==> config.mk <==
export PLATFORM = sky130hd
export DESIGN_NAME = idata_unit
export DESIGN_NICKNAME = d
export VERILOG_FILES = /design/src/rtl/idata_pkg.sv /design/src/rtl/idata_decode.sv /design/src/rtl/idata_ram.sv /design/src/rtl/idata_ctrl.sv /design/src/rtl/idata_unit.sv
export SDC_FILE = /design/constraint.sdc
export NUM_CORES = 2
export LEC_CHECK = 0
export BUFFER_PORTS_ARGS = -buffer_cell sky130_fd_sc_hd__buf_4
export CORE_MARGIN = 3
export CORE_UTILIZATION = 60
export DETAILED_ROUTE_END_ITERATION = 16
export HOLD_SLACK_MARGIN = 0.02
export MAX_ROUTING_LAYER = met4
export PLACE_DENSITY_LB_ADDON = 0.15
export SLEW_MARGIN = 20
export SYNTH_ARGS = -nofsm -noshare
export SYNTH_HDL_FRONTEND = slang
export SYNTH_HIERARCHICAL = 1
export SYNTH_SLANG_ARGS = --single-unit
==> constraint.sdc <==
create_clock -name clk -period 18.66 [get_ports clk]
set_input_delay 1.866 -clock clk [delete_from_list [all_inputs] [get_ports clk]]
set_output_delay 1.866 -clock clk [all_outputs]
set_load 0.02 [all_outputs]
==> src/rtl/idata_pkg.sv <==
package idata_pkg;

  localparam int unsigned AW = 8;
  localparam int unsigned DW = 8;
  localparam int unsigned IW = $clog2(DW);

  // access kind encoding: bit 0 = write, bits 2:1 = addressing group
  typedef enum logic [2:0] {
    K_DIR_RD = 3'd0,
    K_DIR_WR = 3'd1,
    K_IND_RD = 3'd2,
    K_IND_WR = 3'd3,
    K_REG_RD = 3'd4,
    K_REG_WR = 3'd5,
    K_BIT_RD = 3'd6,
    K_BIT_WR = 3'd7
  } acc_kind_e;

  localparam logic [1:0] G_DIRECT   = 2'b00;
  localparam logic [1:0] G_INDIRECT = 2'b01;
  localparam logic [1:0] G_REGISTER = 2'b10;
  localparam logic [1:0] G_BIT      = 2'b11;

  typedef struct packed {
    logic          to_sfr;
    logic          is_bit;
    logic          is_wr;
    logic [AW-1:0] loc;
    logic [IW-1:0] idx;
  } target_t;

endpackage

==> src/rtl/idata_decode.sv <==
module idata_decode
  import idata_pkg::*;
#(
  parameter int unsigned BANK_W = 2
) (
  input  logic [2:0]      kind,
  input  logic [AW-1:0]   addr,
  input  logic [BANK_W-1:0] bank,
  output target_t         tgt
);
  localparam int unsigned REG_W   = 3;
  localparam int unsigned HI_BIT  = AW - 1;
  localparam int unsigned WIN_W   = AW - 1 - IW;
  localparam logic [AW-1:0] BIT_WIN_BASE = AW'(8'h20);

  always_comb begin
    tgt        = '0;
    tgt.is_wr  = kind[0];
    tgt.idx    = addr[IW-1:0];
    unique case (kind[2:1])
      G_DIRECT: begin
        tgt.to_sfr = addr[HI_BIT];
        tgt.loc    = addr;
      end
      G_INDIRECT: begin
        tgt.to_sfr = 1'b0;
        tgt.loc    = addr;
      end
      G_REGISTER: begin
        tgt.to_sfr = 1'b0;
        tgt.loc    = AW'({bank, addr[REG_W-1:0]});
      end
      default: begin
        tgt.is_bit = 1'b1;
        tgt.to_sfr = addr[HI_BIT];
        if (addr[HI_BIT]) begin
          tgt.loc = {addr[AW-1:IW], {IW{1'b0}}};
        end else begin
          tgt.loc = BIT_WIN_BASE + AW'(addr[AW-2:IW]);
        end
      end
    endcase
  end

  logic [WIN_W-1:0] unused_win;
  assign unused_win = '0;
endmodule

==> src/rtl/idata_ram.sv <==
module idata_ram #(
  parameter int unsigned AW = 8,
  parameter int unsigned DW = 8
) (
  input  logic          clk,
  input  logic          rd_en,
  input  logic          wr_en,
  input  logic [AW-1:0] addr,
  input  logic [DW-1:0] wdata,
  output logic [DW-1:0] rdata
);
  localparam int unsigned DEPTH = 1 << AW;

  logic [DW-1:0] mem_q [DEPTH];
  logic [DW-1:0] rdata_q;

  always_ff @(posedge clk) begin
    if (wr_en) begin
      mem_q[addr] <= wdata;
    end
    if (rd_en) begin
      rdata_q <= mem_q[addr];
    end
  end

  assign rdata = rdata_q;
endmodule

==> src/rtl/idata_ctrl.sv <==
module idata_ctrl
  import idata_pkg::*;
(
  input  logic          clk,
  input  logic          rst_n,
  input  logic          req_valid,
  input  target_t       tgt,
  input  logic [DW-1:0] req_wdata,
  input  logic          req_bit,
  input  logic [DW-1:0] ram_rdata,
  input  logic [DW-1:0] sfr_rdata,
  output logic          ram_rd_en,
  output logic          ram_wr_en,
  output logic [AW-1:0] ram_addr,
  output logic [DW-1:0] ram_wdata,
  output logic [AW-1:0] sfr_addr,
  output logic          sfr_we,
  output logic [DW-1:0] sfr_wdata,
  output logic          busy,
  output logic          rsp_valid,
  output logic [DW-1:0] rsp_data
);
  // register state
  logic          busy_q,   busy_d;
  target_t       hold_q,   hold_d;
  logic          hbit_q,   hbit_d;
  logic [DW-1:0] cap_q,    cap_d;
  logic          rv_q,     rv_d;
  logic          rsfr_q,   rsfr_d;
  logic          rbit_q,   rbit_d;
  logic [IW-1:0] ridx_q,   ridx_d;

  logic          accept;
  logic          cap_en;
  logic [DW-1:0] wb_base;
  logic [DW-1:0] merged;
  logic [DW-1:0] rd_base;
  logic [DW-1:0] wr_byte;

  assign accept = req_valid & ~busy_q;
  assign cap_en = accept & tgt.to_sfr;

  // write-back source for the read-modify-write second cycle
  assign wb_base = hold_q.to_sfr ? cap_q : ram_rdata;

  for (genvar b = 0; b < DW; b++) begin : g_merge
    assign merged[b] = (hold_q.idx == IW'(b)) ? hbit_q : wb_base[b];
  end

  assign wr_byte = busy_q ? merged : req_wdata;

  // next-state logic
  always_comb begin
    busy_d = accept & tgt.is_bit & tgt.is_wr;
    hold_d = accept ? tgt : hold_q;
    hbit_d = accept ? req_bit : hbit_q;
    cap_d  = cap_en ? sfr_rdata : cap_q;
    rv_d   = accept & ~tgt.is_wr;
    rsfr_d = accept ? tgt.to_sfr : rsfr_q;
    rbit_d = accept ? tgt.is_bit : rbit_q;
    ridx_d = accept ? tgt.idx : ridx_q;
  end

  // registers
  always_ff @(posedge clk or negedge rst_n) begin
    if (!rst_n) begin
      busy_q <= 1'b0;
      hold_q <= '0;
      hbit_q <= 1'b0;
      cap_q  <= '0;
      rv_q   <= 1'b0;
      rsfr_q <= 1'b0;
      rbit_q <= 1'b0;
      ridx_q <= '0;
    end else begin
      busy_q <= busy_d;
      hold_q <= hold_d;
      hbit_q <= hbit_d;
      cap_q  <= cap_d;
      rv_q   <= rv_d;
      rsfr_q <= rsfr_d;
      rbit_q <= rbit_d;
      ridx_q <= ridx_d;
    end
  end

  // memory and bus drive
  always_comb begin
    ram_rd_en = accept & ~tgt.to_sfr;
    ram_addr  = busy_q ? hold_q.loc : tgt.loc;
    ram_wdata = wr_byte;
    sfr_addr  = busy_q ? hold_q.loc : tgt.loc;
    sfr_wdata = wr_byte;
    if (busy_q) begin
      ram_wr_en = ~hold_q.to_sfr;
      sfr_we    = hold_q.to_sfr;
    end else begin
      ram_wr_en = accept & tgt.is_wr & ~tgt.is_bit & ~tgt.to_sfr;
      sfr_we    = accept & tgt.is_wr & ~tgt.is_bit &  tgt.to_sfr;
    end
  end

  // response
  assign rd_base   = rsfr_q ? cap_q : ram_rdata;
  assign rsp_data  = rbit_q ? {{(DW-1){1'b0}}, rd_base[ridx_q]} : rd_base;
  assign rsp_valid = rv_q;
  assign busy      = busy_q;
endmodule

==> src/rtl/idata_unit.sv <==
module idata_unit
  import idata_pkg::*;
#(
  parameter int unsigned BANK_W = 2
) (
  input  logic              clk,
  input  logic              rst_n,
  input  logic              req_valid,
  input  logic [2:0]        req_kind,
  input  logic [AW-1:0]     req_addr,
  input  logic [DW-1:0]     req_wdata,
  input  logic              req_bit,
  input  logic [BANK_W-1:0] bank_sel,
  output logic              busy,
  output logic              rsp_valid,
  output logic [DW-1:0]     rsp_data,
  output logic [AW-1:0]     sfr_addr,
  output logic              sfr_we,
  output logic [DW-1:0]     sfr_wdata,
  input  logic [DW-1:0]     sfr_rdata
);
  // asynchronous assert, synchronous release
  logic rst_meta_q;
  logic rst_sync_q;

  always_ff @(posedge clk or negedge rst_n) begin
    if (!rst_n) begin
      rst_meta_q <= 1'b0;
      rst_sync_q <= 1'b0;
    end else begin
      rst_meta_q <= 1'b1;
      rst_sync_q <= rst_meta_q;
    end
  end

  target_t       tgt;
  logic          ram_rd_en;
  logic          ram_wr_en;
  logic [AW-1:0] ram_addr;
  logic [DW-1:0] ram_wdata;
  logic [DW-1:0] ram_rdata;

  idata_decode #(.BANK_W(BANK_W)) u_decode (
    .kind (req_kind),
    .addr (req_addr),
    .bank (bank_sel),
    .tgt  (tgt)
  );

  idata_ram #(.AW(AW), .DW(DW)) u_ram (
    .clk   (clk),
    .rd_en (ram_rd_en),
    .wr_en (ram_wr_en),
    .addr  (ram_addr),
    .wdata (ram_wdata),
    .rdata (ram_rdata)
  );

  idata_ctrl u_ctrl (
    .clk       (clk),
    .rst_n     (rst_sync_q),
    .req_valid (req_valid),
    .tgt       (tgt),
    .req_wdata (req_wdata),
    .req_bit   (req_bit),
    .ram_rdata (ram_rdata),
    .sfr_rdata (sfr_rdata),
    .ram_rd_en (ram_rd_en),
    .ram_wr_en (ram_wr_en),
    .ram_addr  (ram_addr),
    .ram_wdata (ram_wdata),
    .sfr_addr  (sfr_addr),
    .sfr_we    (sfr_we),
    .sfr_wdata (sfr_wdata),
    .busy      (busy),
    .rsp_valid (rsp_valid),
    .rsp_data  (rsp_data)
  );
endmodule

==> impl_summary.log <==
INFO  metric setup_viol_count_final = 0
INFO  metric synthesis.area_per_instance = about 21 sq um
INFO  metric detailedRoute.firstIterationViolations = 5,540
INFO  metric endpoint_kind = flip-flop
INFO  metric synth_sequential_area_ratio = 0.774
INFO  metric wire_per_inst = around 34 um
INFO  metric avgViaCountPerCell = ~6.9
INFO  metric boundaryPins = 60
INFO  metric slowest_stage = sky130_fd_sc_hd__o41ai_1
INFO  metric status = completed
INFO  metric cellPowerDensity = 111 mW/mm^2
INFO  metric timing.final.hold_violations = 0
INFO  metric fin_nets = around 4,000
INFO  metric fin_hold_ws = 251 ps
INFO  metric cts.htree.levels = 4
INFO  metric timing.hold.worst.class = reg -> async
INFO  metric unrepaired_setup_endpoints_after_global_routing = no
INFO  metric cp_cell_sequence = buf_4, ha_1, nor2b_1, o2bb2ai_1, mux2_8, buf_4, buf_4, buf_4, buf_4, mux4_2, a22oi_1, a21oi_1, o41ai_1, nand4_1
INFO  metric fin_crit_sh = 0.447
INFO  metric required = about 19,000 ps
INFO  metric grt_start_max_net_pins = about 200
INFO  metric via_count = about 40,000
INFO  metric worst_setup_path_start_kind = input port
INFO  metric timing_max_transition_violations_final = 0
INFO  metric gr-usage-all-layers = 0.300
INFO  metric finalClockSkew = about 36 ps
INFO  metric clk_pin_slew_worst_paths = 60 ps
INFO  metric worstPathMaxFanout = 73
INFO  metric slowest_stage_delay_on_critical_path = ~940 ps
INFO  metric synth_cells = ~3,800
INFO  metric gr-total-overflow = 0
INFO  metric post_synth_cell_types = 40
INFO  metric drcViolationCount = 0
INFO  metric crit_path_frequent_cell = sky130_fd_sc_hd__buf_4
INFO  metric ant_nets = 0
INFO  metric placementRows = between 100 and 150
INFO  metric mapped_area = roughly 0.081 sq mm
INFO  metric buffer_ports.inserted = a little under 60
INFO  metric synth.yosys.warnings = 6
INFO  metric syn_to_final_growth = 11.0%
INFO  metric tns = 0 ps
INFO  metric async_reset_ff_frac = 0.0125
INFO  metric clock-sinks = around 2,100
INFO  metric antenna_found_initial = 7
INFO  metric core_area = about 0.13 sq mm
INFO  metric globalplace.congestion = 0.895
INFO  metric synth_net_count = 3,805
INFO  metric timing.critical_path.buf_inv = 5
INFO  metric floorplan_die_height = about 370 um
INFO  metric detailedPlacementHpwl = 116,000 um
INFO  metric cts_tree = built
INFO  metric synth_ff_type = sky130_fd_sc_hd__edfxtp_1
INFO  metric timing.max_slew.rel_slack = 0.171
INFO  metric worst_slew_pin_slew = about 1200 ps
INFO  metric total_leakage_power = about 27 nW
INFO  metric post_route_cells_drive_above_1_share = 0.253
INFO  metric worst-endpoint-arrival = 8860 ps
INFO  metric synth-edff-count = between 2,000 and 2,500
INFO  metric path_class = in -> reg
INFO  metric numCtsBuffers = 199
INFO  metric timing.final.crit_period = around 8300 ps
INFO  metric postCtsHoldBufs = 0
INFO  metric crit_family = buffers and inverters
INFO  metric vdd_ir_drop_max = 0.107 mV
INFO  metric cts.root.buffer_cell = sky130_fd_sc_hd__clkbuf_16
INFO  metric starting_utilization_of_the_core_area = 0.608
INFO  metric drtPass1Iterations = 6
INFO  metric first_global_vias = 40,200
INFO  metric global_route_wire_length_before_repair = 287,000 um
INFO  metric design.die.area = about 0.14 sq mm
INFO  metric cts_buffer_depth = 3
INFO  metric timing.max_cap.violations = 0
INFO  metric die_x = approximately 370 um
INFO  metric clock_latency_on_the_worst_skew_pair = 820 ps
INFO  metric synth-seq-cells = 2,082
INFO  metric postCtsSetupRepairBufs = 0
INFO  metric num-fill-cells = ~8,000
INFO  metric maximum_achievable_frequency = around 120 MHz
INFO  metric post_cts_resized = 0
INFO  metric drt-total-wl = between 150,000 and 200,000 um
==> cell families (layout without fill, tap and decap cells) <==
group                    Yosys count  count (layout)  share of synthesized area
adder cells (fa/ha/maj)            4               4                   0.000621
buffers and inverters            271             525                     0.0167
AO/OA/AOI/OAI                    443             443                     0.0376
multiplexers                     547             547                      0.148
AND/OR/NAND/NOR                  420             420                     0.0222
other                              1               6                  0.0000466
flip-flops                      2082            2082                      0.774
==> cell type report <==
class	count	area (sq um)	area share
Clock buffer	253	5330	0.0596
Timing Repair Buffer	146	1190	0.0133
Inverter	6	22.5	0.000252
Multi-Input combinational cell	1415	17200	0.192
Tap cell	1755	2200	0.0246
Antenna cell	5	12.5	0.000140
Sequential cell	2082	62400	0.698
Clock inverter	120	1110	0.0125
==> where the power goes <==
part,internal [W],leakage (nW),switching (W)
clock network,0.00229,3.15,0.00167
logic,0.000282,5.18,0.000517
registers,0.00519,18.8,0.0000214
==> worst register-to-register path, cell delays in order, from the launching register on <==
cell and delay (ps):
sky130_fd_sc_hd__dfrtp_1 830, sky130_fd_sc_hd__mux2_8 810, sky130_fd_sc_hd__buf_4 810, sky130_fd_sc_hd__buf_4 820, sky130_fd_sc_hd__buf_4 810, sky130_fd_sc_hd__buf_4 780
sky130_fd_sc_hd__mux4_2 610, sky130_fd_sc_hd__a22oi_1 150, sky130_fd_sc_hd__a21oi_1 120, sky130_fd_sc_hd__o41ai_1 940, sky130_fd_sc_hd__nand4_1 180
==> metrics by stage <==
stage | cells | utilization | total power, W | setup slack, ps | area (sq um)
3_3_place_gp | 5403 | 0.626 | 0.00608 | 9290 | 82900
4_1_cts | 5776 | 0.675 | 0.0100 | 10240 | 89400
5_1_grt | 5780 | 0.675 | 0.0103 | 9700 | 89400
3_5_place_dp | 5403 | 0.626 | 0.00610 | 9350 | 82900
6_report | 5782 | 0.675 | 0.00997 | 10320 | 89400
2_1_floorplan | 3768 | - | 0.00588 | 4350 | 80600
==> cell usage in the layout (no fill, tap or decap), drive strengths merged, types with 4 or more instances in the layout <==
cell type / instances
and2: 4
nand3: 14
o31ai: 4
mux2i: 9
nand2b: 9
nand4: 8
nor2: 238
diode: 5
a21oi: 131
o21ai: 12
nor3: 32
buf: 146
edfxtp: 2056
bufinv: 20
a22oi: 258
clkinv: 93
o41ai: 32
mux2: 24
inv: 10
ha: 4
clkbuf: 253
nand2: 82
dfrtp: 26
nor2b: 20
mux4: 514
==> final timing paths <==
check	slack, ps	endpoint	depth (start not counted)	from
worst max-delay path	10320	u_ram/rdata[1]$_DFFE_PP_	14	req_kind[1]
worst min-delay path	250	u_ctrl/cap_q[0]$_DFFE_PN0P_	0	rst_sync_q$_DFF_PN0_
worst max register to register	11540	u_ram/rdata[1]$_DFFE_PP_	10	u_ctrl/busy$_DFF_PN0_
worst min register to register	250	u_ctrl/cap_q[0]$_DFFE_PN0P_	0	rst_sync_q$_DFF_PN0_
max in group asynchronous	17730	rst_sync_q$_DFF_PN0_	1	rst_n
min in group clk	360	rst_sync_q$_DFF_PN0_	0	rst_meta_q$_DFF_PN0_
==> synth_stat cells (all sizes together), types with 4 or more instances <==
cell type  instances  area share
edfxtp          2056        0.77
mux4             514        0.14
a22oi            258       0.024
nor2             238       0.011
clkbuf           150      0.0070
a21oi            131      0.0081
buf              115      0.0094
nand2             82      0.0039
nor3              32      0.0021
o41ai             32      0.0035
dfrtp             26      0.0081
mux2              24      0.0034
nor2b             20      0.0016
nand3             14     0.00087
o21ai             12     0.00075
mux2i              9      0.0011
nand2b             9     0.00070
nand4              8     0.00062
inv                6     0.00028
and2               4     0.00031
ha                 4     0.00062
o31ai              4     0.00037
==> registers in the layout, indices dropped and copies added (netlist names) <==
name and flops:
rst_meta_q 1, rst_sync_q 1, u_ctrl/busy 1, u_ctrl/cap_q 8
u_ctrl/hbit_q 1, u_ctrl/hold_q 11, u_ctrl/rbit_q 1, u_ctrl/rsfr_q 1
u_ctrl/rsp_valid 1, u_ram/mem_q 2048, u_ram/rdata 8
==> per-layer routing <==
metal	track usage	vias up	wire (um)
li1	-	16000	-
met1	0.416	21200	73700
met2	0.459	2315	95500
met3	0.0670	316	21300
met4	0.0881	0	5840
met5	-	-	0
Power figures use the tool's default switching activity.
